### config.mk
export PLATFORM = sky130hd
export DESIGN_NAME = tick_timer
export DESIGN_NICKNAME = d
export VERILOG_FILES = /design/src/rtl/tick_timer_pkg.sv /design/src/rtl/tick_timer_count.sv /design/src/rtl/tick_timer_regs.sv /design/src/rtl/tick_timer.sv
export SDC_FILE = /design/constraint.sdc
export NUM_CORES = 1
export LEC_CHECK = 0
export ABC_AREA = 1
export BUFFER_PORTS_ARGS = -buffer_cell sky130_fd_sc_hd__buf_2
export CORE_UTILIZATION = 35
export CTS_BUF_LIST = sky130_fd_sc_hd__clkbuf_16
export CTS_CLUSTER_DIAMETER = 80
export DETAILED_ROUTE_END_ITERATION = 12
export GPL_TIMING_DRIVEN = 0
export MAX_ROUTING_LAYER = met4
export PLACE_DENSITY = 0.53
export SYNTH_ARGS = -nofsm -noshare
export SYNTH_HDL_FRONTEND = slang
export SYNTH_SLANG_ARGS = --single-unit
### constraint.sdc
create_clock -name clk -period 4.1 [get_ports clk]
set_input_delay 0.82 -clock clk [delete_from_list [all_inputs] [get_ports clk]]
set_output_delay 0.82 -clock clk [all_outputs]
set_load 0.01 [all_outputs]
### src/rtl/tick_timer_pkg.sv
package tick_timer_pkg;
  localparam int CTRL_EN_BIT   = 0;
  localparam int CTRL_IE_BIT   = 1;
  localparam int CTRL_FLAG_BIT = 16;

  typedef enum logic [1:0] {
    REG_CTRL  = 2'd0,
    REG_LOAD  = 2'd1,
    REG_COUNT = 2'd2,
    REG_CAL   = 2'd3
  } reg_sel_e;
endpackage

### src/rtl/tick_timer_count.sv
module tick_timer_count #(
  parameter int CNT_W = 24
) (
  input  logic             clk,
  input  logic             rst_n,
  input  logic             run_i,
  input  logic             clear_i,
  input  logic [CNT_W-1:0] reload_i,
  output logic [CNT_W-1:0] count_o,
  output logic             wrap_o
);
  localparam logic [CNT_W-1:0] ONE = CNT_W'(1);

  logic [CNT_W-1:0] cnt_q;
  logic             at_zero;
  logic             at_one;

  assign at_zero = (cnt_q == '0);
  assign at_one  = (cnt_q == ONE);
  // tick event: an enabled step from 1 down to 0, not overridden by a clear
  assign wrap_o  = run_i && !clear_i && at_one;
  assign count_o = cnt_q;

  always_ff @(posedge clk) begin
    if (!rst_n)       cnt_q <= '0;
    else if (clear_i) cnt_q <= '0;
    else if (run_i)   cnt_q <= at_zero ? reload_i : (cnt_q - ONE);
  end

  p_step_down_r3: assert property (@(posedge clk) disable iff (!rst_n)
    (run_i && !clear_i && !at_zero) |=> (count_o == $past(count_o) - ONE));
  p_load_zero_r3: assert property (@(posedge clk) disable iff (!rst_n)
    (run_i && !clear_i && at_zero) |=> (count_o == $past(reload_i)));
  p_hold_off_r9: assert property (@(posedge clk) disable iff (!rst_n)
    (!run_i && !clear_i) |=> $stable(count_o));
  p_clear_r8: assert property (@(posedge clk) disable iff (!rst_n)
    clear_i |=> (count_o == '0));
endmodule

### src/rtl/tick_timer_regs.sv
module tick_timer_regs
  import tick_timer_pkg::*;
#(
  parameter int CNT_W  = 24,
  parameter int DATA_W = 32
) (
  input  logic              clk,
  input  logic              rst_n,
  input  logic              rd_i,
  input  logic              wr_i,
  input  reg_sel_e          sel_i,
  input  logic [DATA_W-1:0] wdata_i,
  input  logic              wrap_i,
  output logic              en_o,
  output logic              ie_o,
  output logic              flag_o,
  output logic              count_clr_o,
  output logic [CNT_W-1:0]  reload_o
);
  logic ctrl_wr, load_wr, ctrl_rd;
  logic unused_wdata_hi;

  assign ctrl_wr     = wr_i && (sel_i == REG_CTRL);
  assign load_wr     = wr_i && (sel_i == REG_LOAD);
  assign count_clr_o = wr_i && (sel_i == REG_COUNT);
  assign ctrl_rd     = rd_i && (sel_i == REG_CTRL);
  assign unused_wdata_hi = ^wdata_i[DATA_W-1:CNT_W];

  always_ff @(posedge clk) begin
    if (!rst_n) begin
      en_o <= 1'b0;
      ie_o <= 1'b0;
    end else if (ctrl_wr) begin
      en_o <= wdata_i[CTRL_EN_BIT];
      ie_o <= wdata_i[CTRL_IE_BIT];
    end
  end

  always_ff @(posedge clk) begin
    if (!rst_n)       reload_o <= '0;
    else if (load_wr) reload_o <= wdata_i[CNT_W-1:0];
  end

  // set has priority over either clearing access
  always_ff @(posedge clk) begin
    if (!rst_n)                       flag_o <= 1'b0;
    else if (wrap_i)                  flag_o <= 1'b1;
    else if (ctrl_rd || count_clr_o)  flag_o <= 1'b0;
  end

  p_flag_set_r5: assert property (@(posedge clk) disable iff (!rst_n)
    wrap_i |=> flag_o);
  p_flag_sticky_r5: assert property (@(posedge clk) disable iff (!rst_n)
    (flag_o && !ctrl_rd && !count_clr_o) |=> flag_o);
  p_flag_only_tick_r5: assert property (@(posedge clk) disable iff (!rst_n)
    (!flag_o && !wrap_i) |=> !flag_o);
endmodule

### src/rtl/tick_timer.sv
module tick_timer
  import tick_timer_pkg::*;
#(
  parameter int          CNT_W       = 24,
  parameter int          DATA_W      = 32,
  parameter logic [31:0] CALIB_VALUE = 32'h4000_2710
) (
  input  logic              clk,
  input  logic              rst_n,
  input  logic              bus_rd,
  input  logic              bus_wr,
  input  logic [1:0]        bus_addr,
  input  logic [DATA_W-1:0] bus_wdata,
  output logic [DATA_W-1:0] bus_rdata,
  output logic              tick_irq
);
  reg_sel_e         sel;
  logic             en, ie, flag, count_clr, wrap;
  logic [CNT_W-1:0] reload, count;
  logic             irq_q;

  assign sel = reg_sel_e'(bus_addr);

  tick_timer_regs #(.CNT_W(CNT_W), .DATA_W(DATA_W)) u_regs (
    .clk(clk), .rst_n(rst_n), .rd_i(bus_rd), .wr_i(bus_wr), .sel_i(sel),
    .wdata_i(bus_wdata), .wrap_i(wrap), .en_o(en), .ie_o(ie), .flag_o(flag),
    .count_clr_o(count_clr), .reload_o(reload)
  );

  tick_timer_count #(.CNT_W(CNT_W)) u_count (
    .clk(clk), .rst_n(rst_n), .run_i(en), .clear_i(count_clr),
    .reload_i(reload), .count_o(count), .wrap_o(wrap)
  );

  always_ff @(posedge clk) begin
    if (!rst_n) irq_q <= 1'b0;
    else        irq_q <= wrap && ie;
  end
  assign tick_irq = irq_q;

  always_comb begin
    bus_rdata = '0;
    unique case (sel)
      REG_CTRL: begin
        bus_rdata[CTRL_EN_BIT]   = en;
        bus_rdata[CTRL_IE_BIT]   = ie;
        bus_rdata[CTRL_FLAG_BIT] = flag;
      end
      REG_LOAD:  bus_rdata[CNT_W-1:0] = reload;
      REG_COUNT: bus_rdata[CNT_W-1:0] = count;
      REG_CAL:   bus_rdata = DATA_W'(CALIB_VALUE);
    endcase
  end

  p_irq_single_r6: assert property (@(posedge clk) disable iff (!rst_n)
    tick_irq |=> !tick_irq);
  p_irq_at_zero_r6: assert property (@(posedge clk) disable iff (!rst_n)
    tick_irq |-> (count == '0) && flag);
  p_irq_needs_ie_r6: assert property (@(posedge clk) disable iff (!rst_n)
    (!ie || !en) |=> !tick_irq);
  p_zero_reload_r7: assert property (@(posedge clk) disable iff (!rst_n)
    (reload == '0 && count == '0) |=> (count == '0));
endmodule

Word level (Yosys, flattened, before mapping). Index checks and enable logic that the tools add are counted.

Flip-flop bits (word level): 52. Bits in latches: 0. Memory bits (writable): 0. Memory bits (read-only): 0. Input bits: 38. Output and inout port bits: 33. Memories kept: 0.

Add/subtract/negate cells: 1. Multiply operators: 0. Div/mod/pow operators: 0. Magnitude comparators: 0. Eq/ne operators: 4. Shifts and indexed selects: 0. Multiplexer cells: 8. Bitwise logic cells: 1. Reduce and logical (&&, ||, !) cells: 13.

Operators by type and width (count): one-hot mux 14 bit (3 select lines) (1); equality test 24 x 1 -> 1 bit (second input constant) (1); zero test 24 bit (1); two-way mux 24 bit (1); subtractor 24 x 1 -> 24 bit (second input constant) (1); one-hot mux 7 bit (2 select lines) (1); one-hot mux 2 bit (4 select lines) (1); logical AND 1 bit (7); two-way mux 7 bit (1); equality test 2 bit (second input constant) (2); one-hot mux 1 bit (4 select lines) (1); equality test 2 x 1 -> 1 bit (second input constant) (1); zero test 2 bit (1); two-way mux 1 bit (2); nonzero test 2 bit (1); OR reduction 2 bit (1); zero test 1 bit (1); logical OR 1 bit (1); inverter 1 bit (1).

Longest topological paths before layout.
Word-level depth: 6. Mapped depth: 11.

Modules after synthesis. Synthesis repeated with hierarchy kept, for this count alone.

Cell total of the unflattened synthesis: 582. Area, all modules: 3603.5 sq um.

By module, submodules not included: tick_timer_count (times used 1, cells an instance 342, area each 2040.7 sq um, sequential area each 480.5 sq um); tick_timer_regs (times used 1, cells an instance 125, area each 989.7 sq um, sequential area each 540.5 sq um); tick_timer (times used 1, cells an instance 115, area each 573.0 sq um, sequential area each 20.0 sq um).

Worst setup path after synthesis. No wires, ideal clock.

Path type: input -> output. From: in bus_addr[1]. To: out bus_rdata[0]. Data arrival time: 1.830 ns. Setup slack: 1.450 ns. Stages: 6. Cell sequence: inv_1 > ha_1 > clkbuf_1 > clkbuf_1 > nand2_1 > a22oi_1.

Cells in the longest elaborated chain, start to end: 2. Elaborated cells on any way between the ends: 5. Classes of those cells: eq/ne: 3; mux: 1; reduce/logical: 1.

RTL lines: start: declaration (line tick_timer.sv:12) `input logic [1:0] bus_addr,`; equality test 2 bit (tied with other cells) (line tick_timer.sv:43) `unique case (sel)`; one-hot mux 2 bit (4 select lines) (*) (line tick_timer.sv:43); end: declaration (line tick_timer.sv:14) `output logic [DATA_W-1:0] bus_rdata,`.

Mark *: on every way between the ends. The rest lies on a longest branch, timed or not.

Final worst setup path.
From: in bus_addr[1]. To: out bus_rdata[23].

Cells in the longest elaborated chain, start to end: 2. Elaborated cells on any way between the ends: 3. Classes of those cells: eq/ne: 2; mux: 1.

RTL lines (line): equality test 2 bit / equality test 2 x 1 -> 1 bit (equally long branches) (tick_timer.sv:43); one-hot mux 7 bit (2 select lines) (*) (tick_timer.sv:43).

Marks and branches as above.

==> summary.txt <==
Place
  • Post-Place Cells: roughly 730
  • Port Buffers: 54
  • Detail Placement HPWL: 7768 µm
  • Final GP Congestion: around 0.9
  • Placed instance area: around 3800 µm²

Clocking
  • Clock Latency Late Sink: ~0.29 ns
  • H-tree Lvls: 2
  • Post-CTS Resized: 0
  • TritonCTS buffer count: 5
  • Clock Sinks: 52
  • CTS tree: built
  • Worst-path clk slew: around 0.070 ns
  • Clock buffer depth: 2
  • Post-CTS Setup Inserts: 0
  • CTS hold repair buffers: 0
  • Root buffer cell: clkbuf_16

Final layout
  • Synth-to-layout area growth: 18.30%
  • Antenna diodes: 0
  • Layout cell share with drive strength beyond 1: 0.1721
  • Sequential cell area: between 1000 and 1500 µm²
  • Final Non-Filler Cells: 739
  • Utilization after layout: 0.4303
  • Multi-input gate area: just over 2000 µm²
  • Filler cells: 1,057
  • Nets: 655
  • Final Cell Area: about 4000 µm²

Floorplan
  • Die extent in x: ~100 µm
  • DIE HEIGHT: 100.2 µm
  • CORE AREA: ~9300 µm²
  • DIE AREA: about 10,000 µm²
  • IO Pins: a little over 70
  • Initial Util: 0.3637
  • # rows: 35

STA
  • Unrepaired setup endpoints after global routing: false
  • Fin crit period: 3.393 ns
  • Max Slew Vio Count: 0
  • Worst hold slack: 0.4860 ns
  • Worst-Margin Slew: around 0.75 ns
  • Worst Skew: a little under 0.006 ns
  • Hold Vio Cnt, Final: 0
  • Setup TNS: 0 ns
  • Tcrit/Tclk final: 0.8275
  • Slew margin rel.: 0.4988
  • Fmax: between 0.2 and 0.3 GHz
  • Finish-stage setup viols: 0

Route
  • Vias: 3,614
  • DR pass1 iterations: 5
  • DR DRC count: 0
  • Avg Vias per Cell: between 4 and 5
  • WL/cell: about 14 µm
  • DRT iter0 DRCs: about 170
  • Routed Antenna Nets: 0
  • WL final: about 10,000 µm

Worst setup path
  • Buf+Inv Stages, Crit Path: 5
  • Worst r2r src: u_count.count_o[0]$_SDFFE_PP0P_
  • Cell Chain, Critical Path: buf_2 > inv_1 > ha_1 > clkbuf_1 > clkbuf_1 > nand2_1 > a21oi_1 > buf_2
  • CP Max Fanout: 10
  • Critical path startpoint: bus_addr[1]
  • CP Data Arrival Time: about 2.6 ns
  • CP Launch Type: input port
  • Critical path endpoint category: primary output
  • Critical Path RT: between 3 and 4 ns
  • Crit path largest cell delay: around 0.62 ns
  • CP max stage cell: clkbuf_1
  • Delay-heaviest family, CP: buffers and inverters
  • Crit Path Class: in -> out

Power
  • Peak supply drop: around 0.00025 V
  • Sw Ratio: 0.4483
  • Comb pwr share: 0.534
  • Sequential power share: 0.258
  • Sw power: ~1.0 mW
  • Pwr Density: 585.5 nW/µm²
  • Clock power share: 0.208
  • Internal power: between 1 and 1.5 mW
  • Leakage: 1.843 nW

Yosys
  • Synth Area in Compound Gates: 0.1449
  • Asr flop ratio synth: 0
  • Seq cells post-synth: 52
  • Synth Area in Simple Gates: 0.4053
  • Dominant synthesized flop cell: dfxtp_1
  • Cells after Synth: ~540
  • Syn Std Cell Area: 3377 µm²
  • Post-synth top cells: nand2_1 (135), nor2_1 (112), dfxtp_1 (52)
  • Largest family of logic cells by synthesized area: simple AND/OR/NAND/NOR gates
  • Post-synth top area share: 0.3083
  • Ranking of synthesized cells by area: dfxtp_1 (31%), nand2_1 (15%), nor2_1 (12%), a21oi_1 (7.4%), o21ai_0 (4.9%)
  • Sequential area share after synthesis: 0.3083
  • Post-Synth Adder-Cell Area: 0.02964
  • Netlist cell types: 31
  • Cell taking the most area after synthesis: dfxtp_1
  • Fraction of synthesized area in multiplexers: 0
  • Post-synth EDFFs: 0
  • Post-Syn Area per Cell: 6.231 µm²
  • Yosys warns: 0
  • Most frequent cell after synthesis: nand2_1
  • Xor/xnor share of the synthesized area: 0.01037

Outcome
  • Status: complete, no violations

GRT
  • Vias in the first global route: approximately 3.3k
  • Antenna violations before repair: 0
  • GRT Util Overall: 0.2206
  • Largest net degree at the start of global routing: 16
  • First-pass GRT wire length: 16,860 µm
  • Gr ovfl total: 0

Worst hold path
  • Hold WC Path Type: reg -> reg
  • Hold wc startpoint: u_regs.ie_o$_SDFFE_PN0P_

Job
  • Maxcap violations: 0
-- sequential cells by signal (all words and copies together), names as in the netlist --
name	count
u_regs.reload_o	24
u_count.count_o	24
u_regs.ie_o	1
tick_irq	1
u_regs.flag_o	1
u_regs.en_o	1
-- placed cells by master, fill, tap and decap left out, types with 3 or more instances in the layout --
master	netlist	final
nand3_2	10	10
nand2_2	3	3
nand2_1	135	135
o21ai_0	33	33
nand3_1	24	24
buf_4	7	7
a21oi_2	3	3
nor2_2	7	7
clkbuf_16	0	5
buf_2	4	58
xnor2_1	3	3
inv_1	41	42
nand3b_1	5	5
nor2_1	112	112
dfxtp_1	52	52
a21oi_1	50	50
nand4_1	10	10
ha_1	8	8
clkbuf_1	16	16
conb_1	1	7
buf_6	4	4
-- area by class of cell --
| class | count | share of cell area |
|---|---|---|
| buffer | 32 | 0.04541 |
| sequential | 52 | 0.2606 |
| timing repair buffer | 54 | 0.06765 |
| tap | 129 | 0.04040 |
| inverter | 42 | 0.03946 |
| multi-input combinational | 422 | 0.5055 |
| clock inverter | 3 | 0.009709 |
| clock buffer | 5 | 0.03132 |
-- worst paths after layout --
kind | endpoint | slack, ns | cells after the start
worst max-delay path | bus_rdata[23] | 0.71 | 8
worst min-delay path | u_regs.ie_o$_SDFFE_PN0P_ | 0.49 | 2
worst max register to register | u_count.count_o[18]$_SDFFE_PP0P_ | 2.26 | 8
worst min register to register | u_regs.ie_o$_SDFFE_PN0P_ | 0.49 | 2
-- metal layers --
metal / vias up / share of wire / GRT usage
li1: 1856 / - / -
met1: 1660 / 0.49 / 0.2905
met2: 89 / 0.47 / 0.3662
met3: 9 / 0.039 / 0.02716
met4: 0 / 0.0053 / 0.04013
met5: - / 0 / -
-- cell families after synthesis --
logic type,Yosys count
compound gates,92
flops,52
fa+ha+maj,8
xor+xnor,4
buf+inv,74
other cells,1
simple gates,311
-- worst register-to-register path, delay by kind of cell (launching register included) --
| kind | cells | cell delay [ns] |
|---|---|---|
| AOI/OAI and AO/OA | 1 | 0.12 |
| and+or+nand+nor | 5 | 0.94 |
| buffers and inverters | 1 | 0.13 |
| adders and majority gates | 1 | 0.24 |
| DFF | 1 | 0.34 |
-- power by group through the flow --
stage,logic (mW),registers [mW],clock network (mW)
6_report,1.25,0.603,0.487
5_1_grt,1.40,0.611,0.516
4_1_cts,1.25,0.602,0.498
3_5_place_dp,1.24,0.614,0
3_3_place_gp,1.23,0.613,0
2_1_floorplan,0.970,0.596,0
-- through the flow --
stage | worst slack (ns) | power (mW)
2_1_floorplan | 1.450 | 1.566
3_3_place_gp | 0.7563 | 1.841
3_5_place_dp | 0.7211 | 1.856
4_1_cts | 0.7135 | 2.348
5_1_grt | 0.5671 | 2.522
6_report | 0.7071 | 2.339
(Power assumes the default switching activity.)
